[src/rtl/fx_cvt_pkg.sv]
package fx_cvt_pkg;
  localparam int FP_W  = 32;
  localparam int EXP_W = 8;
  localparam int MAN_W = 23;
  localparam int SIG_W = MAN_W + 1;
  localparam int BIAS  = 127;
  localparam int KW    = 10;

  localparam logic [FP_W-1:0] S_MAX = 32'h7FFF_FFFF;
  localparam logic [FP_W-1:0] S_MIN = 32'h8000_0000;
  localparam logic [FP_W-1:0] U_MAX = 32'hFFFF_FFFF;

  typedef enum logic [1:0] {
    CLS_ZERO = 2'd0,
    CLS_NORM = 2'd1,
    CLS_INF  = 2'd2,
    CLS_NAN  = 2'd3
  } fcls_e;
endpackage

[src/rtl/fx_float_class.sv]
module fx_float_class
  import fx_cvt_pkg::*;
(
  input  logic [FP_W-1:0]  f,
  output fcls_e            cls,
  output logic             neg,
  output logic [EXP_W-1:0] expo,
  output logic [SIG_W-1:0] sig
);
  logic exp_ones, exp_zero, frac_nz;

  always_comb begin
    neg      = f[FP_W-1];
    expo     = f[FP_W-2 -: EXP_W];
    exp_ones = &expo;
    exp_zero = ~|expo;
    frac_nz  = |f[MAN_W-1:0];
    sig      = {1'b1, f[MAN_W-1:0]};
    if (exp_ones)      cls = frac_nz ? CLS_NAN : CLS_INF;
    else if (exp_zero) cls = CLS_ZERO;
    else               cls = CLS_NORM;
  end
endmodule

[src/rtl/fx_lane_cvt.sv]
module fx_lane_cvt
  import fx_cvt_pkg::*;
#(
  parameter int SCALE_W = 5
) (
  input  logic [FP_W-1:0]    f,
  input  logic [SCALE_W-1:0] scale,
  input  logic               sgn_mode,
  output logic [FP_W-1:0]    q,
  output logic               sat
);
  fcls_e            cls;
  logic             neg;
  logic [EXP_W-1:0] expo;
  logic [SIG_W-1:0] sig;

  fx_float_class u_cls (
    .f   (f),
    .cls (cls),
    .neg (neg),
    .expo(expo),
    .sig (sig)
  );

  logic signed [KW-1:0] k;
  logic [4:0]           shamt;
  logic [FP_W-1:0]      mag;

  always_comb begin
    k     = $signed({{(KW-EXP_W){1'b0}}, expo}) - KW'(BIAS)
          + $signed({{(KW-SCALE_W){1'b0}}, scale});
    shamt = 5'd31 - k[4:0];
    mag   = {sig, {(FP_W-SIG_W){1'b0}}} >> shamt;
  end

  always_comb begin
    q   = '0;
    sat = 1'b0;
    unique case (cls)
      CLS_NAN: begin
        q   = sgn_mode ? S_MIN : '0;
        sat = 1'b1;
      end
      CLS_INF: begin
        if (sgn_mode) q = neg ? S_MIN : S_MAX;
        else          q = neg ? '0 : U_MAX;
        sat = 1'b1;
      end
      CLS_ZERO: begin
        q   = '0;
        sat = 1'b0;
      end
      default: begin
        if (!sgn_mode && neg) begin
          q   = '0;
          sat = 1'b1;
        end else if (sgn_mode && k >= KW'(31)) begin
          q   = neg ? S_MIN : S_MAX;
          sat = 1'b1;
        end else if (!sgn_mode && k >= KW'(32)) begin
          q   = U_MAX;
          sat = 1'b1;
        end else if (k < 0) begin
          q   = '0;
        end else begin
          q   = neg ? (~mag + 1'b1) : mag;
        end
      end
    endcase
  end
endmodule

[src/rtl/fx_out_stage.sv]
module fx_out_stage #(
  parameter int DATA_W = 128
) (
  input  logic              clk,
  input  logic              rst,
  input  logic              push,
  input  logic [DATA_W-1:0] d_in,
  input  logic              s_in,
  input  logic              pop,
  output logic              full,
  output logic [DATA_W-1:0] d_out,
  output logic              s_out
);
  always_ff @(posedge clk) begin
    if (rst) begin
      full  <= 1'b0;
      d_out <= '0;
      s_out <= 1'b0;
    end else if (push) begin
      full  <= 1'b1;
      d_out <= d_in;
      s_out <= s_in;
    end else if (pop) begin
      full  <= 1'b0;
    end
  end
endmodule

[src/rtl/fx_vec_cvt.sv]
module fx_vec_cvt
  import fx_cvt_pkg::*;
#(
  parameter int NUM_LANES = 4,
  parameter int SCALE_W   = 5
) (
  input  logic                      clk,
  input  logic                      rst,
  input  logic                      in_valid,
  output logic                      in_ready,
  input  logic [NUM_LANES*FP_W-1:0] in_vec,
  input  logic [SCALE_W-1:0]        in_scale,
  input  logic                      in_signed,
  output logic                      out_valid,
  input  logic                      out_ready,
  output logic [NUM_LANES*FP_W-1:0] out_data,
  output logic                      out_sat
);
  localparam int VEC_W = NUM_LANES * FP_W;

  logic [VEC_W-1:0]     conv;
  logic [NUM_LANES-1:0] lane_sat;
  logic                 push;

  for (genvar i = 0; i < NUM_LANES; i++) begin : g_lane
    fx_lane_cvt #(.SCALE_W(SCALE_W)) u_lane (
      .f       (in_vec[VEC_W-1-FP_W*i -: FP_W]),
      .scale   (in_scale),
      .sgn_mode(in_signed),
      .q       (conv[VEC_W-1-FP_W*i -: FP_W]),
      .sat     (lane_sat[i])
    );
  end

  assign in_ready = !out_valid || out_ready;
  assign push     = in_valid && in_ready;

  fx_out_stage #(.DATA_W(VEC_W)) u_out (
    .clk  (clk),
    .rst  (rst),
    .push (push),
    .d_in (conv),
    .s_in (|lane_sat),
    .pop  (out_ready),
    .full (out_valid),
    .d_out(out_data),
    .s_out(out_sat)
  );
endmodule

[config.mk]
export PLATFORM = sky130hd
export DESIGN_NAME = fx_vec_cvt
export DESIGN_NICKNAME = d
export VERILOG_FILES = /design/src/rtl/fx_cvt_pkg.sv /design/src/rtl/fx_float_class.sv /design/src/rtl/fx_lane_cvt.sv /design/src/rtl/fx_out_stage.sv /design/src/rtl/fx_vec_cvt.sv
export SDC_FILE = /design/constraint.sdc
export NUM_CORES = 1
export LEC_CHECK = 0
export BUFFER_PORTS_ARGS = -buffer_cell sky130_fd_sc_hd__buf_2
export CAP_MARGIN = 20
export CORE_UTILIZATION = 45
export DETAILED_ROUTE_END_ITERATION = 8
export GPL_ROUTABILITY_DRIVEN = 0
export PLACE_DENSITY = 0.68
export REMOVE_ABC_BUFFERS = 1
export SETUP_SLACK_MARGIN = 0.05
export SYNTH_ARGS = -nofsm -noshare
export SYNTH_HDL_FRONTEND = slang
export SYNTH_SLANG_ARGS = --single-unit
[constraint.sdc]
create_clock -name clk -period 4.3 [get_ports clk]
set_input_delay 0.215 -clock clk [delete_from_list [all_inputs] [get_ports clk]]
set_output_delay 0.215 -clock clk [all_outputs]
set_load 0.05 [all_outputs]
Word-level counts from Yosys, hierarchy flattened
Cells that the tools add are included.
{ "word_totals": {"out_inout_bits": 131, "in_bits": 138, "wordCells": 152, "regBits": 130} }
{ "op_classes": {"shift": 4, "bitwise": 4, "n_addsub": 16, "order_cmp": 12, "reduce_logical": 38, "eq_ne": 8, "muxes": 67} }
{ "ops": {"columns": ["cell", "count"], "rows": [
  ["$mux 32", 33],
  ["$pmux 32 s3", 4],
  ["$add 32x1->32 const B", 4],
  ["$not 32->32", 4],
  ["$shr 32x5->32", 4],
  ["$reduce_or 23->1", 4],
  ["$add 9x6->10", 4],
  ["$ge 10x6->1 const B", 4],
  ["$ge 10x7->1 const B", 4],
  ["$lt 10x1->1 const B", 4],
  ["$sub 8x7->9 const B", 4],
  ["$reduce_and 8->1", 4],
  ["$reduce_or 8->1", 4],
  ["$mux 1", 22],
  ["$sub 5x5->5 const A", 4],
  ["$eq 2x2->1 const B", 8],
  ["$logic_and 1x1->1", 13],
  ["$logic_not 2->1", 4],
  ["$mux 2", 4],
  ["$pmux 1 s2", 4],
  ["$reduce_or 2->1", 4],
  ["$reduce_or 4->1", 1],
  ["$logic_not 1->1", 2],
  ["$reduce_bool 2->1", 1],
  ["$logic_or 1x1->1", 1]
]} }

Logic depth before layout (Yosys ltp)
Gate-level depths: netlist of run 1.
{ "depth": {"ltp_word": 12, "depth_mapped": 20, "ltp_nobuf": 18} }

Hierarchy
Synthesis of run 1 repeated with hierarchy kept, for this count alone.
{ "unflattened": {"hier_cells": 2545, "area_unflattened_um2": 20205.6} }
{ "by_module_without_submodules": {"columns": ["module", "area_each_um2", "n_inst", "cells_each"], "rows": [
  ["fx_out_stage", 4692.0, 1, 420],
  ["fx_lane_cvt (g_lane[0].u_lane)", 3692.3, 1, 508],
  ["fx_lane_cvt (g_lane[2].u_lane)", 3603.5, 1, 498],
  ["fx_lane_cvt (g_lane[3].u_lane)", 3473.3, 1, 481],
  ["fx_lane_cvt (g_lane[1].u_lane)", 3303.2, 1, 439],
  ["fx_float_class", 355.3, 4, 49],
  ["fx_vec_cvt", 20.0, 1, 3]
]} }

Worst setup path after synthesis of run 1
No wires, ideal clock.
{ "synth_timing": {"path_type": "in2reg", "startpoint": "in in_vec[119]", "endpoint": "reg u_out.d_out[126]", "n_path_buf": 3, "t_required_ns": 4.209, "stages": 19, "t_arrival_ns": 4.612, "path_slack_ns": -0.403, "setup_time_ns": 0.091, "path_cell_list": "inv_1 > ha_1 > fa_1 > clkbuf_1 > inv_2 > buf_2 > clkbuf_1 > mux4_2 > nor2_1 > a21oi_1 > mux2i_1 > ha_1 > nand2_1 > o32ai_1 > nand4b_1 > nor3_2 > nand3b_1 > a211o_1 > a311oi_1"} }
{ "synth_between": {"elab_chain_len": 12, "word_cells_on_any_way": 24} }
{ "synth_rtl": {"columns": ["item", "line", "text"], "rows": [
  ["start, declared", "fx_vec_cvt.sv:11", "input logic [NUM_LANES*FP_W-1:0] in_vec,"],
  ["$sub 8x7->9", "fx_lane_cvt.sv:30", "k = $signed({{(KW-EXP_W){1'b0}}, expo}) - KW'(BIAS)"],
  ["$add 9x6->10", "fx_lane_cvt.sv:31", "+ $signed({{(KW-SCALE_W){1'b0}}, scale});"],
  ["$sub 5x5->5", "fx_lane_cvt.sv:32", "shamt = 5'd31 - k[4:0];"],
  ["$shr 32x5->32", "fx_lane_cvt.sv:33", "mag = {sig, {(FP_W-SIG_W){1'b0}}} >> shamt;"],
  ["$not 32->32", "fx_lane_cvt.sv:66", "q = neg ? (~mag + 1'b1) : mag;"],
  ["$add 32x1->32", "fx_lane_cvt.sv:66", null],
  ["$mux 32", "fx_lane_cvt.sv:66", null],
  ["$mux 32", "fx_lane_cvt.sv:63", "end else if (k < 0) begin"],
  ["$mux 32", "fx_lane_cvt.sv:60", "end else if (!sgn_mode && k >= KW'(32)) begin"],
  ["$mux 32", "fx_lane_cvt.sv:57", "end else if (sgn_mode && k >= KW'(31)) begin"],
  ["$mux 32", "fx_lane_cvt.sv:54", "if (!sgn_mode && neg) begin"],
  ["$pmux 32 s3 *", "fx_lane_cvt.sv:39", "unique case (cls)"],
  ["end signal, assigned", "fx_out_stage.sv:21", "d_out <= d_in;"],
  ["end, declared", "fx_out_stage.sv:11", "output logic [DATA_W-1:0] d_out,"]
]} }
Every way passes the cells marked *; elsewhere a longest branch is shown, timed or not.
A chain may end at the register's enable or synchronous reset.

Worst setup path after layout of run 1
{ "layout_timing": {"startpoint": "in in_vec[119]", "endpoint": "reg u_out.d_out[116]"} }
Same word-level chain as after synthesis.

==> results.ini, run 1 <==
[run_status]
status = completed

[synth]
ys_seq_area_share_pct = 15.1
synth_cell_type_count = 94
synth_seq_cells = 130
synth_area_per_cell_um2 = 7.61
synth_area_leaders = dfxtp_1, mux4_2, mux2i_1
yosysTopAreaCell = dfxtp_1
syn_area_mm2 = 0.0172
synth_edf_count = 0
ys_warn_count = 0
synthFlopType = dfxtp_1
async_reset_ff_share_pct = 0
synth_top_area_share_pct = 15.1
synthCells = 2262

[place]
placed_cells = 3126
portBuffers = 268
place_hpwl_um = 48700

[clocking]
cts_buffer_depth = 2
ctsHoldBuffers = 0
cts-buffers-inserted = 17
cts_tree = yes
clock-sinks = 130
htree_levels = 4
clock_latency_ns = 0.44
clk_pin_slew_ns = 0.06
root_buffer = clkbuf_16

[timing]
max_freq_mhz = 246
maxSlewViolCount = 0
tightest_slew_ns = 0.859
period_share_pct = 94.6
rsz0062_at_grt = false
finalHoldViolCount = 0
tns_ns = 0
finalCriticalPeriod_ns = 4.07
setup_viol = 0
finClkSkew_ns = 0.0147
slew_headroom_pct = 41.3

[worst_setup_path]
cp-start-kind = primary input
path_class = in -> reg
arrival_ns = 4.38
cp-end-kind = register
crit_required_ns = 4.61
critical_path.max_fanout = 7

[run]
maxCapViolCount = 0

[cells_and_area]
layout.cells.non_filler = 3165
drive_gt1_share_pct = 28.4
n_fill_cell = 3555
areaGrowthSynthToFinish_pct = 24.0
final_net_count = 2824

[route]
route.detailed.drc = 0
wire_per_inst_um = 19.7
wirelength_um = 62400
drt-initial-drc-count = 1918
postRouteAntennaNets = 0
drt_first_pass_iters = 6
vias = 20192
routed_via_density = 6.38

[floorplanning]
rows = 71
core_region_area_mm2 = 0.0377
dieArea_mm2 = 0.0391
die_w_um = 198
initial_core_util_pct = 45.7
io_pins = 269
die_y_um = 198

[power]
p_per_area_mw_per_mm2 = 452
vdd_ir_drop_max_uv = 282
p_leak_uw = 0.00911

[grt]
grt_antenna_before_repair = 8
grt_pass1_wl_um = 99200
grt.total_usage_pct = 31.4
grt_max_degree = 67
grt.overflow.total = 0
grt_pass1_vias = 18977

[min_path]
hold_class = in -> reg

cells by family (layout without fill, tap and decap cells):
kind of cell / after synthesis / in the layout / synth area share, %
simple gates: 769 / 769 / 21.9
buf+inv: 213 / 601 / 4.97
flops: 130 / 130 / 15.1
mux: 270 / 270 / 21.4
other cells: 0 / 4 / 0
fa+ha+maj: 48 / 48 / 3.66
compound gates: 719 / 719 / 27.1
xor+xnor: 113 / 113 / 5.88
Yosys cell counts, drive strengths merged, types with 12 or more instances:
cell    instances
a211oi         51
a21o           31
a21oi         180
a31oi          36
and2           26
and3           22
buf            38
clkbuf        127
dfxtp         130
ha             44
inv            46
mux2           61
mux2i         137
mux4           72
nand2         188
nand2b         21
nand3          75
nand4          24
nor2          202
nor3           84
nor4           40
o211ai         29
o21a           15
o21ai         178
o22ai          15
o31ai          21
o41ai          13
or2            12
or3            21
xnor2          67
xor2           46
registers in the layout, summed over array words and instances, names as in the netlist:
name	count
u_out.d_out	128
u_out.full	1
u_out.s_out	1
final timing paths:
check / end / slack, ns / from / cells after the start
hold reg to reg: u_out.s_out$_SDFFE_PP0P_ / 0.50 / u_out.s_out$_SDFFE_PP0P_ / 2
setup / recovery: u_out.d_out[116]$_SDFFE_PP0P_ / 0.23 / in_vec[119] / 20
hold / removal: u_out.full$_SDFFE_PP0P_ / 0.04 / in_valid / 3
setup reg to reg: u_out.d_out[61]$_SDFFE_PP0P_ / 1.89 / u_out.full$_SDFFE_PP0P_ / 7
where the power goes:
part	leakage, uW	switching (uW)	internal [uW]
clock	0.000277	586	869
combinational	0.00775	4030	2760
sequential	0.00108	72.1	1330
total	0.00911	4690	4960
cells in the final DEF, fill, tap and decap left out, drive strengths merged, types with 31 or more instances in the layout:
cell type  count
xor2          46
buf          522
a211oi        51
inv           49
nor3          84
ha            44
nand3         75
a21o          31
o21ai        178
mux2          61
dfxtp        130
nor4          40
mux2i        137
a31oi         36
a21oi        180
nor2         202
nand2        188
mux4          72
xnor2         67
stage by stage:
step	area (um2)	worst slack, ns	utilization [%]	hold slack [ns]	total power [uW]
global placement	20600	-0.276	54.7	0.473	7840
floorplan	16500	-0.938	-	0.284	5620
CTS	21200	0.108	56.2	0.0153	9420
global route	21400	0.0181	56.7	0.0565	10200
finish	21400	0.233	56.7	0.0424	9640
detailed placement	20600	-0.392	54.7	0.475	7930
layer usage:
| metal | GRT usage (%) | up-vias | share of wire, % |
|---|---|---|---|
| li1 | - | 9418 | - |
| met1 | 40.9 | 9574 | 42 |
| met2 | 51.4 | 1022 | 46 |
| met3 | 6.10 | 170 | 8.5 |
| met4 | 11.5 | 8 | 3.0 |
| met5 | 0 | - | 0.085 |
cell type report:
class / instances / area (um2) / area share (%)
sequential: 130 / 2600 / 12.2
tap: 511 / 639 / 2.99
clock buffer: 20 / 447 / 2.09
antenna: 4 / 10.0 / 0.0469
timing repair buffer: 522 / 3380 / 15.8
inverter: 48 / 180 / 0.844
clock inverter: 11 / 129 / 0.603
multi-input combinational: 1919 / 14000 / 65.4
critical path, cell delays in order:
cell      delay (ns)
buf_2           0.10
inv_1           0.06
ha_1            0.34
fa_2            0.70
buf_4           0.16
mux4_2          0.30
nand2_1         0.12
o21ai_2         0.12
o21ai_2         0.16
nor2_1          0.08
a31oi_2         0.21
ha_1            0.23
nand2_1         0.08
o32ai_2         0.24
nand4b_1        0.25
buf_4           0.24
o31ai_2         0.29
nor2_1          0.07
a311oi_1        0.26
a211oi_1        0.12
what timing repair did:
item	in CTS	in global routing
cloned	0	0
hold endpoints to repair	0	0
setup buffers	0	4
pin swaps	0	3
resized for setup	1	26
endpoints found under the setup margin	1	21
Power figures use the tool's default switching activity.
==> run 2: changes to the inputs <==
--- a/config.mk
+++ b/config.mk
@@ -5,6 +5,7 @@
 export SDC_FILE = /design/constraint.sdc
 export NUM_CORES = 1
 export LEC_CHECK = 0
+export ABC_AREA = 1
 export BUFFER_PORTS_ARGS = -buffer_cell sky130_fd_sc_hd__buf_2
 export CAP_MARGIN = 20
 export CORE_UTILIZATION = 45
==> run 2 against run 1 <==
Effect of this change:
- synthesized cell count grew 46%
- critical path type unchanged
- largest cell class unchanged
- core utilization shrank 6.1 points
- first-iteration DRC count decreased by 2.9%
- critical endpoint is now u_out.d_out[28]$_SDFFE_PP0P_
==> results.ini, run 2 <==
[run_status]
status = completed

[synth]
syn_area_mm2 = 0.0178
yosysMostFrequentCell = nand2_1
synth_area_leaders = nand2_1, nand3_1, dfxtp_1
synth_common_cells = nand2_1, nand3_1, o21ai_0, nor2_1, inv_1
ys_seq_area_share_pct = 14.7
synth_area_per_cell_um2 = 5.37
async_reset_ff_share_pct = 0
synth_cell_type_count = 51
yosysTopAreaCell = nand2_1
synthFlopType = dfxtp_1
synth_edf_count = 0
synthCells = 3305
synth_top_area_share_pct = 24.8
synth_seq_cells = 130
ys_warn_count = 0

[timing]
maxSlewViolCount = 0
rsz0062_at_grt = false
slew_headroom_pct = 42.5
finClkSkew_ns = 0.00766
setup_viol = 0
tightest_slew_ns = 0.862
hold_ws_ns = 0.0436
tns_ns = 0
max_freq_mhz = 293
period_share_pct = 79.3
finalHoldViolCount = 0
finalCriticalPeriod_ns = 3.41

[cells_and_area]
drive_gt1_share_pct = 13.7
reg.largest.list = u_out.d_out x128, u_out.full x1, u_out.s_out x1
final_cell_mix = nand2_1, nand3_1, buf_2
n_fill_cell = 4296
final_util_pct = 50.6
areaGrowthSynthToFinish_pct = 10.7
design_area_mm2 = 0.0197
top_register = u_out.d_out
layout_commonest_cell = nand2_1
largest_reg_flops = 128
final_net_count = 3631

[place]
portBuffers = 268
place_hpwl_um = 44600
placed_area_mm2 = 0.0189

[clocking]
clk_pin_slew_ns = 0.06
cts-buffers-inserted = 17
htree_levels = 4
cts_tree = yes
post_cts_resized = 0
clock-sinks = 130
ctsHoldBuffers = 0
root_buffer = clkbuf_16
clock_latency_ns = 0.45
post-cts-setup-buffers = 0
cts_buffer_depth = 2

[run]
maxCapViolCount = 0

[power]
vdd_ir_drop_max_uv = 256
p_leak_uw = 0.0101
p_per_area_mw_per_mm2 = 434

[worst_setup_path]
critical_path.max_fanout = 30
arrival_ns = 3.80
crit_required_ns = 4.69
path_class = in -> reg
cp-end-kind = register
cp-start-kind = primary input

[route]
wire_per_inst_um = 14.4
wirelength_um = 57400
postRouteAntennaNets = 0
drt_first_pass_iters = 6
routed_via_density = 5.48
vias = 21837
route.detailed.drc = 0
drt-initial-drc-count = 1862

[grt]
grt_use_met2_pct = 46.7
grt_pass1_vias = 19793
grt_use_met3_pct = 4.17
grt_antenna_before_repair = 5
grt_max_degree = 68
grt_busiest_layer = met2
grt_pass1_wl_um = 97600
use_met1_pct = 39.3
grt.overflow.total = 0
grt.total_usage_pct = 28.8

[min_path]
hold_class = in -> reg

[floorplanning]
core_region_area_mm2 = 0.0388
rows = 72
die_y_um = 201
io_pins = 269
initial_core_util_pct = 45.7
dieArea_mm2 = 0.0403
die_w_um = 201

## run 2: cell count changes in the layout (fill, tap and decap cells not counted), moves of 42 or more
cell	delta
a211oi_1	-49
buf_4	-209
inv_1	+131
mux2_2	-61
mux2i_1	-135
mux4_2	-69
nand2_1	+986
nand3_1	+571
nor3_1	-65
o21ai_0	+45
xnor2_1	-42
## run 2: power by group
part / total [uW] / internal (uW) / switching [uW]
Sequential: 1380 / 1320 / 58.7
Combinational: 5420 / 1560 / 3870
Clock: 1740 / 1160 / 579
## run 2: worst max-delay path, stage by stage
cell	delay (ns)
buf_2	0.11
inv_1	0.06
ha_1	0.33
fa_1	0.45
nand3_1	0.12
nand2_1	0.06
nand2_1	0.09
nand2_2	0.22
inv_1	0.68
nand2_1	0.12
nand2_1	0.14
ha_1	0.17
inv_1	0.04
nor2_1	0.10
nand2_1	0.10
nor2_2	0.20
nand4_1	0.19
nand2_1	0.10
nand2_1	0.06
nand3_1	0.06
nand2_1	0.05
a21oi_1	0.13
## run 2: cells by family (layout without fill, tap and decap cells)
| kind of cell | after synthesis | in the layout | share of synthesized area (%) |
|---|---|---|---|
| compound gates | 473 | 473 | 14.0 |
| flops | 130 | 130 | 14.7 |
| fa+ha+maj | 48 | 48 | 3.55 |
| buf+inv | 397 | 550 | 10.6 |
| simple gates | 2211 | 2211 | 54.7 |
| xor+xnor | 46 | 46 | 2.40 |
| other cells | 0 | 6 | 0 |
## run 2: metrics by stage
step / cells / worst slack, ns / total power, uW
after floorplan: 3124 / 0.624 / 5400
after CTS: 3976 / 0.961 / 8480
after global routing: 3981 / 0.448 / 9320
final: 3982 / 0.891 / 8540
after detailed placement: 3944 / 0.479 / 6710
after global placement: 3944 / 0.555 / 6710
## run 2: path summary, 6_finish.rpt
check,cells after the start,slack [ns],from,to
max,22,0.89,in_vec[23],u_out.d_out[28]$_SDFFE_PP0P_
min reg2reg,2,0.52,u_out.full$_SDFFE_PP0P_,u_out.full$_SDFFE_PP0P_
max reg2reg,6,2.04,u_out.full$_SDFFE_PP0P_,u_out.d_out[86]$_SDFFE_PP0P_
min,2,0.04,rst,u_out.full$_SDFFE_PP0P_
## run 2: cell type report
class / count / area [um2] / area share, %
multi-input combinational: 2778 / 13300 / 67.5
sequential: 130 / 2600 / 13.2
timing repair buffer: 302 / 1600 / 8.12
inverter: 216 / 818 / 4.16
tap: 518 / 648 / 3.30
clock buffer: 18 / 439 / 2.23
clock inverter: 14 / 259 / 1.32
antenna: 6 / 15.0 / 0.0764
## run 2: metal layers
layer	vias up	wire (um)	part of all wire, %
li1	11256	-	-
met4	0	1310	2.3
met3	95	3500	6.1
met1	9763	26900	47
met2	723	25700	45
met5	-	0	0
